$ cat src/rtl/bsw_pkg.sv
// Package: shared state encoding and decoded write operations for the
// sequence bank switcher. Assumes a 3-bit state register.
package bsw_pkg;
    localparam int STATE_W = 3;

    localparam logic [STATE_W-1:0] ST_IDLE  = 3'd0;
    localparam logic [STATE_W-1:0] ST_ARMED = 3'd1;
    localparam logic [STATE_W-1:0] ST_CONF  = 3'd2;
    localparam logic [STATE_W-1:0] ST_KEY1  = 3'd3;
    localparam logic [STATE_W-1:0] ST_KEY2  = 3'd4;
    localparam logic [STATE_W-1:0] ST_READY = 3'd5;

    typedef enum logic [2:0] {
        OP_NONE   = 3'd0,
        OP_ARM    = 3'd1,
        OP_CONF   = 3'd2,
        OP_KEYA   = 3'd3,
        OP_KEYB   = 3'd4,
        OP_KEYC   = 3'd5,
        OP_COMMIT = 3'd6
    } wr_op_t;
endpackage

$ cat src/rtl/bsw_decode.sv
// Module: bsw_decode
// Turns a CPU write into one of the chain operations. A write counts only
// when the strobe is high and the window address bit is set. The register
// number is taken from the low SEL_W address bits.
// Assumes: WIN_BIT >= SEL_W, so the window bit is not a select bit.
module bsw_decode
    import bsw_pkg::*;
#(
    parameter int ADDR_W     = 16,
    parameter int WIN_BIT    = 12,
    parameter int SEL_W      = 4,
    parameter int REG_ARM    = 2,
    parameter int REG_CONF   = 3,
    parameter int REG_KEYA   = 0,
    parameter int REG_KEYB   = 1,
    parameter int REG_KEYC   = 11,
    parameter int REG_COMMIT = 4
) (
    input  logic [ADDR_W-1:0] wr_addr,
    input  logic              wr_en,
    output wr_op_t            op
);
    localparam logic [ADDR_W-1:0] SEL_MASK  = ADDR_W'((1 << SEL_W) - 1);
    localparam logic [ADDR_W-1:0] WIN_MASK  = ADDR_W'(1) << WIN_BIT;
    localparam logic [ADDR_W-1:0] USED_MASK = SEL_MASK | WIN_MASK;

    logic [SEL_W-1:0] sel;
    logic             hit;
    logic             unused_addr_bits;

    assign sel = wr_addr[SEL_W-1:0];
    assign hit = wr_en & wr_addr[WIN_BIT];
    assign unused_addr_bits = ^(wr_addr & ~USED_MASK);

    // Map a window write to its chain operation.
    always_comb begin
        op = OP_NONE;
        if (hit) begin
            if      (sel == SEL_W'(REG_ARM))    op = OP_ARM;
            else if (sel == SEL_W'(REG_CONF))   op = OP_CONF;
            else if (sel == SEL_W'(REG_KEYA))   op = OP_KEYA;
            else if (sel == SEL_W'(REG_KEYB))   op = OP_KEYB;
            else if (sel == SEL_W'(REG_KEYC))   op = OP_KEYC;
            else if (sel == SEL_W'(REG_COMMIT)) op = OP_COMMIT;
        end
    end
endmodule

$ cat src/rtl/bsw_seq.sv
// Module: bsw_seq
// Six-state chain tracker. It advances only on the exact register and data
// order, and drops to idle on any step that is out of order. It flags a
// commit when the commit register is written in the ready state.
// Assumes: op is already qualified by the write strobe. Encodings 6 and 7
// behave as idle.
module bsw_seq
    import bsw_pkg::*;
#(
    parameter int DATA_W = 8,
    parameter logic [DATA_W-1:0] KEYA_VAL = 8'h01,
    parameter logic [DATA_W-1:0] KEYB_VAL = 8'h00,
    parameter logic [DATA_W-1:0] KEYC_VAL = 8'h98
) (
    input  logic               clk,
    input  logic               rst_n,
    input  wr_op_t             op,
    input  logic [DATA_W-1:0]  wr_data,
    output logic [STATE_W-1:0] state,
    output logic               commit
);
    logic [STATE_W-1:0] state_nx;

    // A commit needs the commit write while the chain is ready.
    assign commit = (op == OP_COMMIT) && (state == ST_READY);

    // Next state from the current state and the decoded write.
    always_comb begin
        state_nx = state;
        unique case (op)
            OP_ARM:  state_nx = ST_ARMED;
            OP_CONF: state_nx = (state == ST_ARMED) ? ST_CONF : ST_IDLE;
            OP_KEYA: state_nx = (state == ST_CONF && wr_data == KEYA_VAL)
                                ? ST_KEY1 : ST_IDLE;
            OP_KEYB: state_nx = (state == ST_KEY1 && wr_data == KEYB_VAL)
                                ? ST_KEY2 : ST_IDLE;
            OP_KEYC: state_nx = (state == ST_KEY2 && wr_data == KEYC_VAL)
                                ? ST_READY : ST_IDLE;
            OP_COMMIT: begin
                if (state == ST_READY || state > ST_READY) state_nx = ST_IDLE;
            end
            default: state_nx = state;
        endcase
    end

    // State register with synchronous active-low reset.
    always_ff @(posedge clk) begin
        if (!rst_n) state <= ST_IDLE;
        else        state <= state_nx;
    end
endmodule

$ cat src/rtl/bsw_bank.sv
// Module: bsw_bank
// Holds the pending and active bank halves and adds the active offset to
// the read address. Each offset is either 0 or half the address space,
// so each one is kept as a single bit.
// Assumes: arm and commit never need to happen in the same cycle.
module bsw_bank #(
    parameter int ADDR_W = 16
) (
    input  logic              clk,
    input  logic              rst_n,
    input  logic              arm,
    input  logic              arm_low,
    input  logic              commit,
    input  logic [ADDR_W-1:0] rd_addr,
    output logic [ADDR_W-1:0] cart_addr,
    output logic              active_hi
);
    logic pending_hi;

    // Latch the half picked by the arming write (select bit set = low half).
    always_ff @(posedge clk) begin
        if (!rst_n)   pending_hi <= 1'b0;
        else if (arm) pending_hi <= ~arm_low;
    end

    // Copy the pending half into the active half on commit.
    always_ff @(posedge clk) begin
        if (!rst_n)      active_hi <= 1'b0;
        else if (commit) active_hi <= pending_hi;
    end

    // Add the offset; the sum wraps at the address width.
    assign cart_addr = rd_addr + {active_hi, {(ADDR_W-1){1'b0}}};
endmodule

$ cat src/rtl/bank_seq_switch.sv
// Module: bank_seq_switch (top)
// Watches peripheral writes for the arming chain and translates cartridge
// read addresses through the selected 32 KB half.
// Assumes: a single-cycle write strobe, and a read address that the
// surrounding logic already limits to the cartridge range.
module bank_seq_switch
    import bsw_pkg::*;
#(
    parameter int ADDR_W  = 16,
    parameter int DATA_W  = 8,
    parameter int WIN_BIT = 12,
    parameter int SEL_W   = 4,
    parameter int SEL_BIT = 6
) (
    input  logic              clk,
    input  logic              rst_n,
    input  logic [ADDR_W-1:0] wr_addr,
    input  logic              wr_en,
    input  logic [DATA_W-1:0] wr_data,
    input  logic [ADDR_W-1:0] rd_addr,
    output logic [ADDR_W-1:0] cart_addr,
    output logic [2:0]        seq_state
);
    wr_op_t             op;
    logic               commit;
    logic               active_hi;
    logic [STATE_W-1:0] state;

    bsw_decode #(
        .ADDR_W(ADDR_W), .WIN_BIT(WIN_BIT), .SEL_W(SEL_W)
    ) u_decode (
        .wr_addr(wr_addr), .wr_en(wr_en), .op(op)
    );

    bsw_seq #(
        .DATA_W(DATA_W)
    ) u_seq (
        .clk(clk), .rst_n(rst_n), .op(op), .wr_data(wr_data),
        .state(state), .commit(commit)
    );

    bsw_bank #(
        .ADDR_W(ADDR_W)
    ) u_bank (
        .clk(clk), .rst_n(rst_n),
        .arm(op == OP_ARM), .arm_low(wr_data[SEL_BIT]),
        .commit(commit), .rd_addr(rd_addr),
        .cart_addr(cart_addr), .active_hi(active_hi)
    );

    assign seq_state = state;
endmodule

$ cat config.mk
export PLATFORM = sky130hd
export DESIGN_NAME = bank_seq_switch
export DESIGN_NICKNAME = d
export VERILOG_FILES = /design/src/rtl/bsw_pkg.sv /design/src/rtl/bsw_decode.sv /design/src/rtl/bsw_seq.sv /design/src/rtl/bsw_bank.sv /design/src/rtl/bank_seq_switch.sv
export SDC_FILE = /design/constraint.sdc
export NUM_CORES = 1
export LEC_CHECK = 0
export ABC_AREA = 1
export BUFFER_PORTS_ARGS = -buffer_cell sky130_fd_sc_hd__buf_2
export CAP_MARGIN = 10
export CORE_ASPECT_RATIO = 1.1
export CORE_UTILIZATION = 33
export DETAILED_ROUTE_END_ITERATION = 10
export GPL_TIMING_DRIVEN = 0
export HOLD_SLACK_MARGIN = 0.12
export MAX_ROUTING_LAYER = met4
export PLACE_DENSITY = 0.85
export SYNTH_ARGS = -nofsm -noshare
export SYNTH_HDL_FRONTEND = slang
export SYNTH_HIERARCHICAL = 1
export SYNTH_SLANG_ARGS = --single-unit
$ cat constraint.sdc
create_clock -name clk -period 1.3 [get_ports clk]
set_clock_uncertainty 0.15 [all_clocks]
set_input_delay 0.13 -clock clk [delete_from_list [all_inputs] [get_ports clk]]
set_output_delay 0.13 -clock clk [all_outputs]
set_load 0.02 [all_outputs]
==> results.py, run 1 <==
metrics = {
    "status": {
        "status": "finished clean",
    },
    "detailed_routing": {
        "drt_iter0_drc": 31,
        "routedWlPerCell_um": 9.79,
        "finalWirelength_um": 2000,
        "drt_pass1_iterations": 4,
        "vias": 865,
        "postRouteAntennaNets": 0,
        "drc_errors": 0,
        "vias_per_cell": 4.24,
    },
    "setup_path": {
        "crit_path_frequent_cell": "nor2_1",
        "cp_max_fo": 4,
        "end_kind": "register",
        "cp-start-kind": "input port",
        "worstPathRequired_ns": 1.27,
        "cp_cell_sequence": "buf_2 > nor2_4 > nand2_2 > a21oi_4 > buf_6 > nor2_1 > nand2_1 > nor2_1 > nand2_1 > nand2_2 > nor2_2 > nor2_1",
        "cp.arrival_ns": 1.26,
        "critical_path_buf_inv_count": 2,
        "worst-setup-path-type": "in -> reg",
        "cp_slowest_cell": "a21oi_4",
        "critPathTopFamily": "simple AND/OR/NAND/NOR gates",
        "cpPeakStageDelay_ns": 0.19,
    },
    "global_route": {
        "gr-total-overflow": 0,
        "grt_pass1_vias": 628,
        "grt_usage_pct": 14.9,
        "grt_pass1_wl_um": 2390,
        "antenna_found_initial": 0,
        "grt_max_degree": 9,
    },
    "synthesis": {
        "ys_seq_area_share_pct": 15.0,
        "syn-cell-area_um2": 668,
        "yosysTopAreaCell": "nand2_1",
        "synth_cells": 132,
        "synth_edf_count": 0,
        "yosys_warnings": 6,
        "synth_area_leaders": "nand2_1, nor2_1, buf_4",
        "synth-async-reset-ratio_pct": 0,
        "avgSynthCellArea_um2": 5.06,
        "synthXorXnorAreaFrac_pct": 1.31,
        "synthMuxAreaShare_pct": 0,
        "synth_most_common_cell": "nand2_1",
        "ys_top_cells_by_count": "nand2_1, nor2_1, inv_1",
        "synth_top_family_by_area": "simple AND/OR/NAND/NOR gates",
        "synthAdderAreaFrac_pct": 0,
        "synth-main-ff-cell": "dfxtp_1",
        "syn_nets": 175,
        "yosysTopAreaCellShare_pct": 23.6,
        "yosysUniqueCellTypes": 16,
        "synth_seq_cells": 5,
        "synthSimpleGateAreaFrac_pct": 49.3,
        "synth_compound_area_share_pct": 6.37,
    },
    "floorplan": {
        "ioPinCount": 62,
        "die_h_um": 49.2,
        "die_x_um": 44.9,
        "coreArea_um2": 1840,
        "initial_core_util_pct": 36.3,
        "placementRows": 16,
        "dieArea_um2": 2210,
    },
    "sta": {
        "timing.fmax_mhz": 780,
        "min_period_ns": 1.28,
        "final_hold_viol_count": 0,
        "final-max-slew-violation-count": 0,
        "slew_headroom_pct": 82.8,
        "finalCritPeriodShare_pct": 98.7,
        "tightest_slew_ns": 0.255,
        "setup_viol": 0,
        "fin_ws_ns": 0.0175,
        "hold_slack_ns": 0.165,
        "rsz0062_at_grt": "yes",
    },
    "cells_and_area": {
        "fill_cells": 195,
        "multiInputGateArea_um2": 488,
        "antenna_cells": 0,
        "drive_gt1_share_pct": 52.0,
        "ff_latch_area_um2": 104,
        "syn2layout_area_growth_pct": 64.2,
        "final_nets": 221,
        "finalNonFillerCells": 204,
    },
    "placement": {
        "dpl.hpwl_um": 1250,
        "numPortBuffers": 35,
        "gp_congestion": 0.837,
        "post-place-ws_ns": -0.253,
        "dp.cells": 194,
    },
    "pwr": {
        "ir_drop_mv": 0.610,
        "leakage_nw": 0.586,
        "p_per_area_nw_per_um2": 539,
    },
    "clock_tree": {
        "root_buffer": "clkbuf_4",
        "clock_sinks": 5,
        "clk_latency_ns": 0.24,
        "ctsLongestPathBuffers": 2,
        "tritoncts": "built",
        "clk_pin_slew_ns": 0.04,
        "htreeDepth": 1,
        "cts_buffers": 3,
    },
    "run": {
        "cap_violations": 0,
    },
    "min_path": {
        "hold_path_class": "in -> reg",
    },
}
[sequential cells by signal, summed over array words and instances, names as in the netlist]
register           cells
u_seq/state            3
u_bank/pending_hi      1
u_bank/active_hi       1
[routing by layer]
layer	wire length [um]	vias up	GRT usage [%]
met5	0	-	-
met2	1040	43	21.8
met4	0	0	7.58
li1	-	467	-
met3	144	0	2.22
met1	809	355	19.6
[worst paths after layout]
| path | endpoint | cells after the start | from | slack, ns |
|---|---|---|---|---|
| max | u_seq/state[2] | 12 | wr_addr[2] | 0.02 |
| max reg2reg | u_seq/state[2] | 7 | u_seq/state[1] | 0.07 |
| min | u_seq/state[0] | 6 | wr_data[1] | 0.17 |
| min reg2reg | u_bank/pending_hi | 2 | u_bank/pending_hi | 0.33 |
[layout make-up]
type | instances | area share, %
inverters | 20 | 7.07
flip-flops and latches | 5 | 9.46
well taps | 27 | 3.08
multi-input cells | 92 | 44.5
clock buffers | 4 | 2.39
repair buffers | 41 | 23.3
plain buffers | 15 | 10.3
[logic make-up (layout without fill, tap and decap cells)]
group | count (synthesis) | in the layout
AND/OR/NAND/NOR | 84 | 84
buffers and inverters | 35 | 80
AO/OA/AOI/OAI | 7 | 7
flip-flops | 5 | 5
XOR/XNOR | 1 | 1
[cells in the final DEF, fill, tap and decap left out, types with 2 or more instances in the layout]
cell type / count
o21ai_2: 2
nor2_2: 3
dlygate4sd3_1: 2
dfxtp_2: 3
inv_1: 15
inv_2: 4
nor2_1: 29
buf_4: 17
a21oi_2: 2
nand2_2: 10
buf_2: 32
nor2_4: 4
buf_6: 4
clkbuf_4: 3
dfxtp_1: 2
nand2_1: 31
[stage by stage]
step	power, W	utilization (%)	area, um^2	TNS (ns)
floorplan	0.000302	-	688	0
global placement	0.000366	48.7	897	-0.795
detailed placement	0.000367	48.7	897	-0.901
CTS	0.000555	52.0	958	0
global route	0.000638	59.6	1100	-0.0959
finish	0.000591	59.6	1100	0
[tightest hold or removal path: cells and delay by family]
kind	cells	cell delay (ns)
buf+inv	1	0.09
simple gates	5	0.29
[repair_timing]
| item | CTS | global route |
|---|---|---|
| setup endpoints to repair | 1 | 4 |
| endpoints found under the hold margin | 5 | 0 |
| resized for setup | 0 | 45 |
| hold buffers | 2 | 0 |
| setup buffers | 2 | 2 |
| cloned | 0 | 0 |
| pin swaps | 1 | 17 |
[where the power goes]
part / total [W] / leakage [nW] / switching [W] / internal [W]
clock network: 0.000174 / 0.0150 / 0.0000581 / 0.000116
logic: 0.000254 / 0.529 / 0.000138 / 0.000116
registers: 0.000163 / 0.0419 / 0.00000457 / 0.000159
total: 0.000591 / 0.586 / 0.000201 / 0.000391
(Power assumes the default switching activity.)
==> inputs of run 2 (changes only) <==
--- a/config.mk
+++ b/config.mk
@@ -13,7 +13,6 @@
 export DETAILED_ROUTE_END_ITERATION = 10
 export GPL_TIMING_DRIVEN = 0
 export HOLD_SLACK_MARGIN = 0.12
-export MAX_ROUTING_LAYER = met4
 export PLACE_DENSITY = 0.85
 export SYNTH_ARGS = -nofsm -noshare
 export SYNTH_HDL_FRONTEND = slang
==> run 2 against run 1 <==
  * Power about the same
  * Clock power is essentially flat
  * Non-clock buffer count stayed put
  * Critical endpoint unchanged
  * Largest cell class unchanged
  * Critical path type unchanged
==> results.py, run 2 (synthesis gave the netlist of run 1 again) <==
metrics = {
    "status": {
        "status": "finished clean",
    },
    "sta": {
        "final-max-slew-violation-count": 0,
        "min_period_ns": 1.28,
        "timing.fmax_mhz": 780,
        "tightest_slew_ns": 0.255,
        "slew_headroom_pct": 82.8,
        "fin_tns_setup_ns": 0,
        "setup_viol": 0,
        "rsz0062_at_grt": "yes",
        "fin_ws_ns": 0.0174,
        "finalCritPeriodShare_pct": 98.7,
        "final_hold_viol_count": 0,
    },
    "cells_and_area": {
        "multiInputGateArea_um2": 488,
        "post-route-cell-area_um2": 1100,
        "largest_reg_flops": 3,
        "finalNonFillerCells": 204,
        "largest-register": "u_seq/state",
        "largestRegisters": "u_seq/state x3, u_bank/active_hi x1, u_bank/pending_hi x1",
        "drive_gt1_share_pct": 52.0,
        "fill_cells": 195,
        "final_cell_mix": "buf_2, nand2_1, nor2_1",
        "syn2layout_area_growth_pct": 64.2,
        "post-route-util_pct": 59.6,
        "layout_commonest_cell": "buf_2",
        "antenna_cells": 0,
        "final_nets": 221,
        "ff_latch_area_um2": 104,
    },
    "global_route": {
        "gr-total-overflow": 0,
        "grt_pass1_vias": 628,
        "grt_pass1_wl_um": 2390,
        "grt_max_degree": 9,
        "grt_usage_pct": 14.5,
        "antenna_found_initial": 0,
    },
    "clock_tree": {
        "root_buffer": "clkbuf_4",
        "htreeDepth": 1,
        "clk_latency_ns": 0.24,
        "cts_buffers": 3,
        "ctsLongestPathBuffers": 2,
        "clk_pin_slew_ns": 0.04,
        "clock_sinks": 5,
        "tritoncts": "built",
    },
    "detailed_routing": {
        "drt_pass1_iterations": 4,
        "wl_met1_um": 813,
        "postRouteAntennaNets": 0,
        "met2_length_um": 1040,
        "routedWlPerCell_um": 9.68,
        "vias": 855,
        "drc_errors": 0,
        "top_layer": "met3",
        "drt_iter0_drc": 28,
        "finalWirelength_um": 1980,
        "wl_met3_um": 118,
        "vias_per_cell": 4.19,
    },
    "setup_path": {
        "cp-start-kind": "input port",
        "end_kind": "register",
        "cp_cell_sequence": "buf_2 > nor2_4 > nand2_2 > a21oi_4 > buf_6 > nor2_1 > nand2_1 > nor2_1 > nand2_1 > nand2_2 > nor2_2 > nor2_1",
        "cpPeakStageDelay_ns": 0.19,
        "cp_slowest_cell": "a21oi_4",
        "critical_path_buf_inv_count": 2,
        "crit_path_frequent_cell": "nor2_1",
        "cp.arrival_ns": 1.26,
        "critPathTopFamily": "simple AND/OR/NAND/NOR gates",
        "worst-setup-path-type": "in -> reg",
        "cp_max_fo": 4,
        "worstPathRequired_ns": 1.27,
    },
    "placement": {
        "dp.cells": 194,
        "gp_congestion": 0.825,
        "post-place-ws_ns": -0.253,
        "dpl.hpwl_um": 1250,
        "numPortBuffers": 35,
        "place_area_um2": 897,
    },
    "run": {
        "cap_violations": 0,
    },
    "pwr": {
        "leakage_nw": 0.586,
        "p_per_area_nw_per_um2": 539,
        "ir_drop_mv": 0.609,
    },
    "floorplan": {
        "initial_core_util_pct": 36.3,
        "die_x_um": 44.9,
        "coreArea_um2": 1840,
        "die_h_um": 49.2,
        "ioPinCount": 62,
        "placementRows": 16,
        "dieArea_um2": 2210,
    },
    "min_path": {
        "hold_path_class": "in -> reg",
    },
}
run 2: cell counts in the layout (fill, tap and decap cells not counted):
No cell type changed its count.
run 2: worst register-to-register path, delay by kind of cell, from the launching register on:
family | cells | cell delay, ns
and+or+nand+nor | 7 | 0.66
DFF | 1 | 0.36
run 2: cell type report:
type                       count  share of cell area, %
clock buffer                   4                   2.39
multi-input combinational     92                   44.5
tap                           27                   3.08
timing repair buffer          41                   23.3
inverter                      20                   7.07
sequential                     5                   9.46
buffer                        15                   10.3
run 2: through the flow:
| step | power, W | hold slack (ns) |
|---|---|---|
| finish | 0.000591 | 0.165 |
| global route | 0.000638 | 0.203 |
| floorplan | 0.000302 | 0.0984 |
| global placement | 0.000366 | 0.243 |
| detailed placement | 0.000367 | 0.243 |
| CTS | 0.000555 | 0.153 |
run 2: worst paths after layout:
| check | cells after the start | slack, ns | end | startpoint |
|---|---|---|---|---|
| worst min-delay path | 6 | 0.16 | u_seq/state[0] | wr_data[1] |
| worst max register to register | 7 | 0.06 | u_seq/state[2] | u_seq/state[1] |
| worst max-delay path | 12 | 0.02 | u_seq/state[2] | wr_addr[2] |
| worst min register to register | 2 | 0.33 | u_bank/pending_hi | u_bank/pending_hi |
run 2: metal layers:
layer	vias up	track usage [%]
met5	-	0
met4	0	7.58
met3	0	2.22
met2	39	21.8
met1	350	19.6
li1	466	-
run 2: repair_timing:
| item | CTS | global route |
|---|---|---|
| resized for setup | 0 | 45 |
| hold buffers | 2 | 0 |
| setup endpoints to repair | 1 | 4 |
| endpoints found under the hold margin | 5 | 0 |
| pin swaps | 1 | 17 |
| setup buffers | 2 | 2 |
run 2: report_power, final:
group	switching (W)	leakage [nW]	total (W)	internal [W]
clock network	0.0000581	0.0150	0.000174	0.000116
registers	0.00000486	0.0419	0.000163	0.000159
logic	0.000138	0.529	0.000254	0.000116
==> inputs of run 3 (changes only) <==
--- a/config.mk
+++ b/config.mk
@@ -14,6 +14,7 @@
 export GPL_TIMING_DRIVEN = 0
 export HOLD_SLACK_MARGIN = 0.12
 export PLACE_DENSITY = 0.85
+export REMOVE_ABC_BUFFERS = 1
 export SYNTH_ARGS = -nofsm -noshare
 export SYNTH_HDL_FRONTEND = slang
 export SYNTH_HIERARCHICAL = 1
==> run 3 against run 2 <==
  * Via count is 1.3% higher
  * Largest power group unchanged
  * Non-clock buffer count shrank 18
  * Flip-flop and latch count unchanged
  * Sequential share of layout area is 0.39 points higher
  * Critical path type unchanged
==> results.py, run 3 (synthesis gave the netlist of run 1 again) <==
metrics = {
    "pwr": {
        "ir_drop_mv": 0.381,
        "power_switching_w": 0.000199,
        "p_per_area_nw_per_um2": 547,
        "power.total_w": 0.000577,
        "leakage_nw": 0.496,
        "p_int_w": 0.000377,
        "clkPwrFrac_pct": 29.7,
        "switching_share_pct": 34.6,
        "combPwrFrac_pct": 41.8,
        "power_frac_seq_pct": 28.4,
    },
    "setup_path": {
        "cp_max_fo": 8,
        "worstPathRequired_ns": 1.32,
        "cp.arrival_ns": 1.30,
        "cp-start-kind": "input port",
        "ff2ff_path_depth": 7,
        "worst-setup-path-type": "in -> reg",
        "end_kind": "register",
        "ff2ff_setup_slack_ns": 0.06,
    },
    "cells_and_area": {
        "post-route-cell-area_um2": 1050,
        "drive_gt1_share_pct": 39.0,
        "final_cell_mix": "nand2_1, nor2_1, dlygate4sd3_1",
        "largest_reg_flops": 3,
        "final_nets": 203,
        "antenna_cells": 0,
        "layout_commonest_cell": "nand2_1",
        "largest-register": "u_seq/state",
        "post-route-util_pct": 57.2,
        "ff_latch_area_um2": 104,
        "fill_cells": 178,
        "syn2layout_area_growth_pct": 57.7,
        "largestRegisters": "u_seq/state x3, u_bank/active_hi x1, u_bank/pending_hi x1",
        "multiInputGateArea_um2": 500,
    },
    "global_route": {
        "gr-total-overflow": 0,
        "grt_pass1_vias": 767,
        "grt_usage_pct": 18.8,
        "grt_max_degree": 9,
        "antenna_found_initial": 0,
        "grt_pass1_wl_um": 3120,
    },
    "placement": {
        "dpl.hpwl_um": 1310,
        "place_area_um2": 689,
        "numPortBuffers": 20,
        "gp_congestion": 0.821,
    },
    "detailed_routing": {
        "routedWlPerCell_um": 12.2,
        "postRouteAntennaNets": 0,
        "drt_pass1_iterations": 4,
        "wl_met1_um": 985,
        "drt_iter0_drc": 34,
        "top_layer": "met4",
        "drc_errors": 0,
        "vias": 866,
        "vias_per_cell": 4.66,
        "wl_met3_um": 111,
        "met2_length_um": 1140,
        "finalWirelength_um": 2270,
    },
    "floorplan": {
        "die_h_um": 49.2,
        "placementRows": 16,
        "ioPinCount": 62,
        "coreArea_um2": 1840,
        "initial_core_util_pct": 36.3,
        "die_x_um": 44.9,
        "dieArea_um2": 2210,
    },
    "clock_tree": {
        "root_buffer": "clkbuf_4",
        "clk_pin_slew_ns": 0.04,
        "clk_latency_ns": 0.23,
        "tritoncts": "built",
        "ctsLongestPathBuffers": 2,
        "cts_buffers": 3,
        "clock_sinks": 5,
        "htreeDepth": 1,
    },
    "sta": {
        "slew_headroom_pct": 81.0,
        "finalCritPeriodShare_pct": 98.7,
        "setup_viol": 0,
        "final_hold_viol_count": 0,
        "tightest_slew_ns": 0.284,
        "rsz0062_at_grt": "yes",
        "timing.fmax_mhz": 779,
        "final-max-slew-violation-count": 0,
        "min_period_ns": 1.28,
    },
    "min_path": {
        "whs_path_depth": 6,
        "hold_path_class": "in -> reg",
    },
    "run": {
        "cap_violations": 0,
    },
    "status": {
        "status": "finished clean",
    },
}
-- run 3: cell count changes in the layout (fill, tap and decap cells not counted), moves of 2 or more --
| cell | change |
|---|---|
| buf_2 | -16 |
| inv_1 | -3 |
| inv_2 | +4 |
| buf_6 | -3 |
| buf_4 | -16 |
| buf_8 | +2 |
| dlygate4sd3_1 | +15 |
-- run 3: timing repair --
item	4_1_cts	5_1_grt
buffers inserted	0	1
hold endpoints to repair	20	0
endpoints found under the setup margin	4	4
pin swaps	0	17
resized for setup	7	47
hold buffers	17	0
-- run 3: final cells by class --
cell class	instances	area share (%)
inverter	20	7.13
clock buffer	4	2.49
tap	27	3.21
sequential	5	9.86
multi-input combinational	92	47.5
timing repair buffer	38	29.8
-- run 3: final timing paths --
check / start / to
min reg2reg: u_bank/pending_hi / u_bank/pending_hi
max reg2reg: u_seq/state[1] / u_seq/state[0]
min: wr_data[1] / u_seq/state[0]
max: wr_addr[0] / u_seq/state[1]
-- run 3: power groups by stage --
stage               clock network, W  registers [W]   logic, W
detailed placement                 0       0.000165   0.000110
global route                0.000188       0.000165   0.000259
finish                      0.000172       0.000164   0.000241
floorplan                          0       0.000168  0.0000619
global placement                   0       0.000165   0.000109
CTS                         0.000180       0.000163   0.000196
-- run 3: worst max-delay path, stage by stage --
cell     delay, ns
buf_8         0.10
nand2_4       0.06
inv_2         0.06
nand2_2       0.06
a21oi_4       0.28
nand2_2       0.12
inv_2         0.07
nand2_1       0.05
nor2_1        0.09
nand2_1       0.07
nand2_1       0.06
nor2_1        0.05
nor2_1        0.08
-- run 3: through the flow --
stage | std cells | TNS [ns] | setup WS [ns] | hold slack [ns]
6_report | 186 | 0 | 0.0165 | 0.144
5_1_grt | 186 | -0.240 | -0.0799 | 0.222
4_1_cts | 185 | -0.0113 | -0.0113 | 0.173
3_5_place_dp | 164 | -1.46 | -0.465 | 0.110
3_3_place_gp | 164 | -1.39 | -0.436 | 0.110
2_1_floorplan | 117 | -0.101 | -0.0978 | 0.100
-- run 3: routing by layer --
layer,vias up,global-route usage (%)
li1,435,-
met1,392,26.2
met2,35,29.4
met3,4,2.96
met4,0,5.56
met5,-,0
